### config.mk
export PLATFORM = sky130hd
export DESIGN_NAME = pwr_nap_sleep_ctl
export DESIGN_NICKNAME = d
export VERILOG_FILES = /design/src/rtl/pwr_ctl_pkg.sv /design/src/rtl/pwr_wake_datapath.sv /design/src/rtl/pwr_ctrl_fsm.sv /design/src/rtl/pwr_nap_sleep_ctl.sv
export SDC_FILE = /design/constraint.sdc
export NUM_CORES = 1
export LEC_CHECK = 0
export BUFFER_PORTS_ARGS = -buffer_cell sky130_fd_sc_hd__buf_2
export CORE_MARGIN = 5
export CORE_UTILIZATION = 58
export DETAILED_ROUTE_END_ITERATION = 6
export GPL_TIMING_DRIVEN = 0
export PLACE_DENSITY = 0.86
export RECOVER_POWER = 25
export SLEW_MARGIN = 10
export SYNTH_ARGS = -nofsm -noshare
export SYNTH_HDL_FRONTEND = slang
export SYNTH_SLANG_ARGS = --single-unit
### constraint.sdc
create_clock -name clk -period 2.9 [get_ports clk]
set_clock_uncertainty 0.1 [all_clocks]
set_input_delay 0.29 -clock clk [delete_from_list [all_inputs] [get_ports clk]]
set_output_delay 0.29 -clock clk [all_outputs]
set_load 0.005 [all_outputs]
### src/rtl/pwr_ctl_pkg.sv
package pwr_ctl_pkg;

  typedef enum logic [1:0] {
    PS_ACTIVE = 2'd0,
    PS_DOWN   = 2'd1,
    PS_WAKE   = 2'd2
  } pwrState_t;

  // strobes from the sequencer to the timing datapath
  typedef struct packed {
    logic captureMode;  // latch depth select on shutdown entry
    logic loadWake;     // preload wake-up counter for captured depth
    logic countDown;    // decrement wake-up counter
  } pwrStrobe_t;

endpackage

### src/rtl/pwr_wake_datapath.sv
module pwr_wake_datapath
  import pwr_ctl_pkg::*;
#(
  parameter int NAP_CYCLES   = 10,
  parameter int SLEEP_CYCLES = 500000
) (
  input  logic       clk,
  input  logic       rstN,
  input  pwrStrobe_t strobe,
  input  logic       napSel,
  input  logic       startReq,
  input  logic       readyNow,
  output logic       modeNap,
  output logic       cntZero,
  output logic       startGo
);

  localparam int MAX_LEN = (NAP_CYCLES > SLEEP_CYCLES) ? NAP_CYCLES : SLEEP_CYCLES;
  localparam int CNT_W   = $clog2(MAX_LEN + 1);
  localparam logic [CNT_W-1:0] NAP_LOAD   = CNT_W'(NAP_CYCLES - 1);
  localparam logic [CNT_W-1:0] SLEEP_LOAD = CNT_W'(SLEEP_CYCLES - 1);

  logic [CNT_W-1:0] wakeCnt;

  always_ff @(posedge clk or negedge rstN) begin
    if (!rstN) begin
      modeNap <= 1'b1;
    end else if (strobe.captureMode) begin
      modeNap <= napSel;
    end
  end

  always_ff @(posedge clk or negedge rstN) begin
    if (!rstN) begin
      wakeCnt <= '0;
    end else if (strobe.loadWake) begin
      wakeCnt <= modeNap ? NAP_LOAD : SLEEP_LOAD;
    end else if (strobe.countDown) begin
      wakeCnt <= wakeCnt - 1'b1;
    end
  end

  assign cntZero = (wakeCnt == '0);

  // start gate: accepted only while ready, never remembered
  always_ff @(posedge clk or negedge rstN) begin
    if (!rstN) begin
      startGo <= 1'b0;
    end else begin
      startGo <= startReq & readyNow;
    end
  end

endmodule

### src/rtl/pwr_ctrl_fsm.sv
module pwr_ctrl_fsm
  import pwr_ctl_pkg::*;
(
  input  logic       clk,
  input  logic       rstN,
  input  logic       shutdownN,
  input  logic       cntZero,
  input  logic       modeNap,
  output pwrStrobe_t strobe,
  output logic       biasEn,
  output logic       refEn,
  output logic       ready
);

  pwrState_t stateQ, stateD;

  always_ff @(posedge clk or negedge rstN) begin
    if (!rstN) begin
      stateQ <= PS_ACTIVE;
    end else begin
      stateQ <= stateD;
    end
  end

  always_comb begin
    stateD = stateQ;
    strobe = '0;
    unique case (stateQ)
      PS_ACTIVE: begin
        if (!shutdownN) begin
          stateD             = PS_DOWN;
          strobe.captureMode = 1'b1;
        end
      end
      PS_DOWN: begin
        if (shutdownN) begin
          stateD          = PS_WAKE;
          strobe.loadWake = 1'b1;
        end
      end
      PS_WAKE: begin
        // renewed shutdown wins over expiry
        if (!shutdownN) begin
          stateD             = PS_DOWN;
          strobe.captureMode = 1'b1;
        end else if (cntZero) begin
          stateD = PS_ACTIVE;
        end else begin
          strobe.countDown = 1'b1;
        end
      end
      default: begin
        stateD = PS_ACTIVE;
      end
    endcase
  end

  assign ready  = (stateQ == PS_ACTIVE);
  assign biasEn = (stateQ != PS_DOWN);
  assign refEn  = (stateQ != PS_DOWN) || modeNap;

endmodule

### src/rtl/pwr_nap_sleep_ctl.sv
module pwr_nap_sleep_ctl
  import pwr_ctl_pkg::*;
#(
  parameter int NAP_CYCLES   = 10,
  parameter int SLEEP_CYCLES = 500000
) (
  input  logic clk,
  input  logic rstN,
  input  logic shutdownN,
  input  logic napSel,
  input  logic startReq,
  output logic biasEn,
  output logic refEn,
  output logic ready,
  output logic startGo
);

  pwrStrobe_t strobe;
  logic       modeNap;
  logic       cntZero;

  pwr_ctrl_fsm i_fsm (
    .clk       (clk),
    .rstN      (rstN),
    .shutdownN (shutdownN),
    .cntZero   (cntZero),
    .modeNap   (modeNap),
    .strobe    (strobe),
    .biasEn    (biasEn),
    .refEn     (refEn),
    .ready     (ready)
  );

  pwr_wake_datapath #(
    .NAP_CYCLES   (NAP_CYCLES),
    .SLEEP_CYCLES (SLEEP_CYCLES)
  ) i_dp (
    .clk      (clk),
    .rstN     (rstN),
    .strobe   (strobe),
    .napSel   (napSel),
    .startReq (startReq),
    .readyNow (ready),
    .modeNap  (modeNap),
    .cntZero  (cntZero),
    .startGo  (startGo)
  );

endmodule

==> results by group <==
Yosys
  – Mapped Area: 1240 sq um
  – Top-area cell type share of the netlist area: 0.444
  – Synthesis-stage register bit count: 23
  – Area leader, netlist: dfrtp_1
  – Dominant synthesized flop cell: dfrtp_1
  – Post-Syn Instances: 120
  – Synth Warn #: 0
  – Synth cell count leaders: dfrtp_1, nor2_1, nor4_1, a21oi_1
  – Synth unique cells: 42
  – Synth Net Count: 126
  – Top-count cell post-synth: dfrtp_1
  – Largest cells by area after synthesis: dfrtp_1, or4_4, xnor2_1
  – Post-synthesis sequential area ratio: 0.465
  – Synthesized area per cell: around 10 sq um
  – Post-synth EDFFs: 0
  – Async S/R FF share, synth: 1.00

Timing
  – FMAX: 411 MHz
  – Setup tns final: 0 ns
  – Fin Hold WS: 0.0846 ns
  – Hold Violations, Final: 0
  – Worst Tran Pin Value: 1.25 ns
  – Min Tclk post-route: roughly 2.4 ns
  – RSZ-0062 raised after global routing: no
  – Final period util: 0.839
  – Final-report max-slew violation count: 0
  – # setup viols final: 0
  – Slew headroom: 0.168

Finish
  – Post-layout nets: 140
  – Ant diodes: 0
  – Multi-input logic area: 637 sq um
  – Fill cell count: 161
  – Share of cells above drive strength 1: 0.211
  – Layout area overhead: 8.87%
  – Storage element area: 577 sq um

Placed design
  – Placer Congestion: 0.882
  – Detail Placement HPWL: 1790 um
  – Port bufs: 8

Outcome
  – Outcome: complete, no violations

Clock tree
  – Root Buffer: clkbuf_4
  – TritonCTS clock tree: built
  – CTS Sinks: 23
  – Clock-pin slew on the worst setup and hold paths: 0.13 ns
  – Resize count post-CTS: 0
  – CTS Buf Count: 3
  – H-tree depth: 1
  – Longest Clk Path Bufs: 2
  – Clock latency at the later pin of the worst-skew pair: 0.31 ns

Floorplan
  – Die Ht: 56.3 um
  – Die width: 56.3 um
  – Total die area: 3170 sq um
  – Core Region: 2000 sq um
  – IO Count: 9
  – Row count: 16
  – Initial Util: 0.620

Pwr
  – Internal power: between 400 and 500 uW
  – Register share of total power: 0.579
  – P_sw: 219 uW
  – Comb power frac: 0.208
  – Sw frac: 0.309
  – Leakage power: 0.538 nW
  – Pwr/cell area: 523 nW/um^2
  – Clk pwr share: 0.212
  – VDD IR max: 0.363 mV

Hold path
  – Hold_sp: startReq
  – Hold path depth: 2
  – Path type of the worst min-delay path: primary input to flop
  – Hold endpoint: i_dp.startGo

Setup path
  – Flop-to-flop setup slack: 0.47 ns
  – WP data required: 3.01 ns
  – Setup crit end kind: flop
  – Reg2reg end: i_dp.wakeCnt[5]
  – Worst Setup Start Kind: flop
  – Worst R2R Start: i_dp.wakeCnt[0]
  – Crit Path Class: flop to flop
  – CP Max Fanout: 5
  – R2r worst-path depth: 7
  – CP arrival: roughly 2.6 ns

Route
  – Number of remaining DRC errors: 0
  – Vias/cell: 6.07
  – Antenna-violating nets left: 0
  – DR iter-0 viols: 18
  – Router iterations before antenna repair: 4
  – WL per Instance: about 15 um
  – Total Wirelength: 2440 um
  – Via Count: 971

Flow run
  – Total of max-cap violations: 0

Global routing
  – Pin count of the biggest net entering global routing: 24
  – All-Layer GR Usage: 0.169
  – Initial antenna violation count: 0
  – Vias in the first global route: 950
  – First-pass GRT wire length: 4310 um
  – GRT overflow: 0
cell families (layout without fill, tap and decap cells):
family,Yosys count,in the layout,synth area share
AND/OR/NAND/NOR,54,54,0.282
XOR/XNOR,9,9,0.0635
flip-flops,23,23,0.465
AO/OA/AOI/OAI,23,23,0.132
buffers and inverters,7,20,0.0222
multiplexers,3,3,0.0252
adder cells (fa/ha/maj),1,1,0.0101
power by group through the flow:
stage          Clock [mW]  Combinational [mW]  Sequential [mW]
2_1_floorplan           0               0.111            0.405
3_3_place_gp            0               0.140            0.412
3_5_place_dp            0               0.146            0.416
4_1_cts             0.152               0.149            0.409
5_1_grt             0.166               0.167            0.415
6_report            0.150               0.147            0.410
registers in the layout (all words and copies together), names as in the netlist:
register	flops
i_dp.modeNap	1
i_dp.wakeCnt	19
i_fsm.stateQ	2
i_dp.startGo	1
how the worst max path moves through the flow:
stage	end	startpoint	slack [ns]
global route	i_dp.wakeCnt[15]	i_dp.wakeCnt[0]	0.24
floorplan	i_dp.wakeCnt[11]	i_dp.wakeCnt[5]	0.61
finish	i_dp.wakeCnt[5]	i_dp.wakeCnt[0]	0.47
detailed placement	i_dp.wakeCnt[3]	i_dp.wakeCnt[0]	0.50
CTS	i_dp.wakeCnt[3]	i_dp.wakeCnt[0]	0.47
global placement	i_dp.wakeCnt[11]	i_dp.wakeCnt[3]	0.55
layout by cell type, fill, tap and decap left out, drive strengths merged, types with 2 or more instances in the layout:
cell type  instances
o21ai              5
and2               2
or2                3
nand2b             2
dfrtp             22
a21oi              7
inv                4
or3b               2
clkbuf             6
nand2              6
o31ai              2
or3                4
buf                8
xor2               3
mux2i              2
xnor2              6
o311ai             2
nor3               5
o211ai             2
or4                6
nor2               9
nor4              10
through the flow:
| stage | utilization | std cells | instance area, sq um | setup WS, ns | total power [mW] |
|---|---|---|---|---|---|
| after floorplan | - | 120 | 1240 | 0.607 | 0.516 |
| after global placement | 0.657 | 155 | 1320 | 0.547 | 0.552 |
| after detailed placement | 0.657 | 155 | 1320 | 0.500 | 0.561 |
| after CTS | 0.676 | 160 | 1350 | 0.471 | 0.710 |
| after global routing | 0.675 | 160 | 1350 | 0.235 | 0.749 |
| final | 0.675 | 160 | 1350 | 0.468 | 0.707 |
metal layers:
metal / vias up / part of all wire / GRT usage
li1: 472 / - / -
met1: 474 / 0.46 / 0.215
met2: 21 / 0.49 / 0.287
met3: 4 / 0.034 / 0.0229
met4: 0 / 0.014 / 0.0678
met5: - / 0 / 0
final cells by class:
cell class	count	share of cell area
multi-input combinational	90	0.471
clock inverter	1	0.00370
inverter	4	0.0111
sequential	23	0.427
clock buffer	3	0.0167
tap	27	0.0250
buffer	3	0.00926
timing repair buffer	9	0.0361
critical path: stages (launching register included):
cell and delay (ns):
dfrtp_1 0.40, inv_1 0.09, ha_1 0.19, or3b_2 0.51
or4_4 0.49, o211ai_2 0.29, o311ai_0 0.18, o41ai_1 0.10
repair_timing:
action | CTS | global route
setup endpoints to repair | 0 | 0
buffers inserted | 0 | 0
hold buffers | 1 | 0
endpoints found under the hold margin | 22 | 0
No activity file was read; power rests on OpenSTA's default activity.
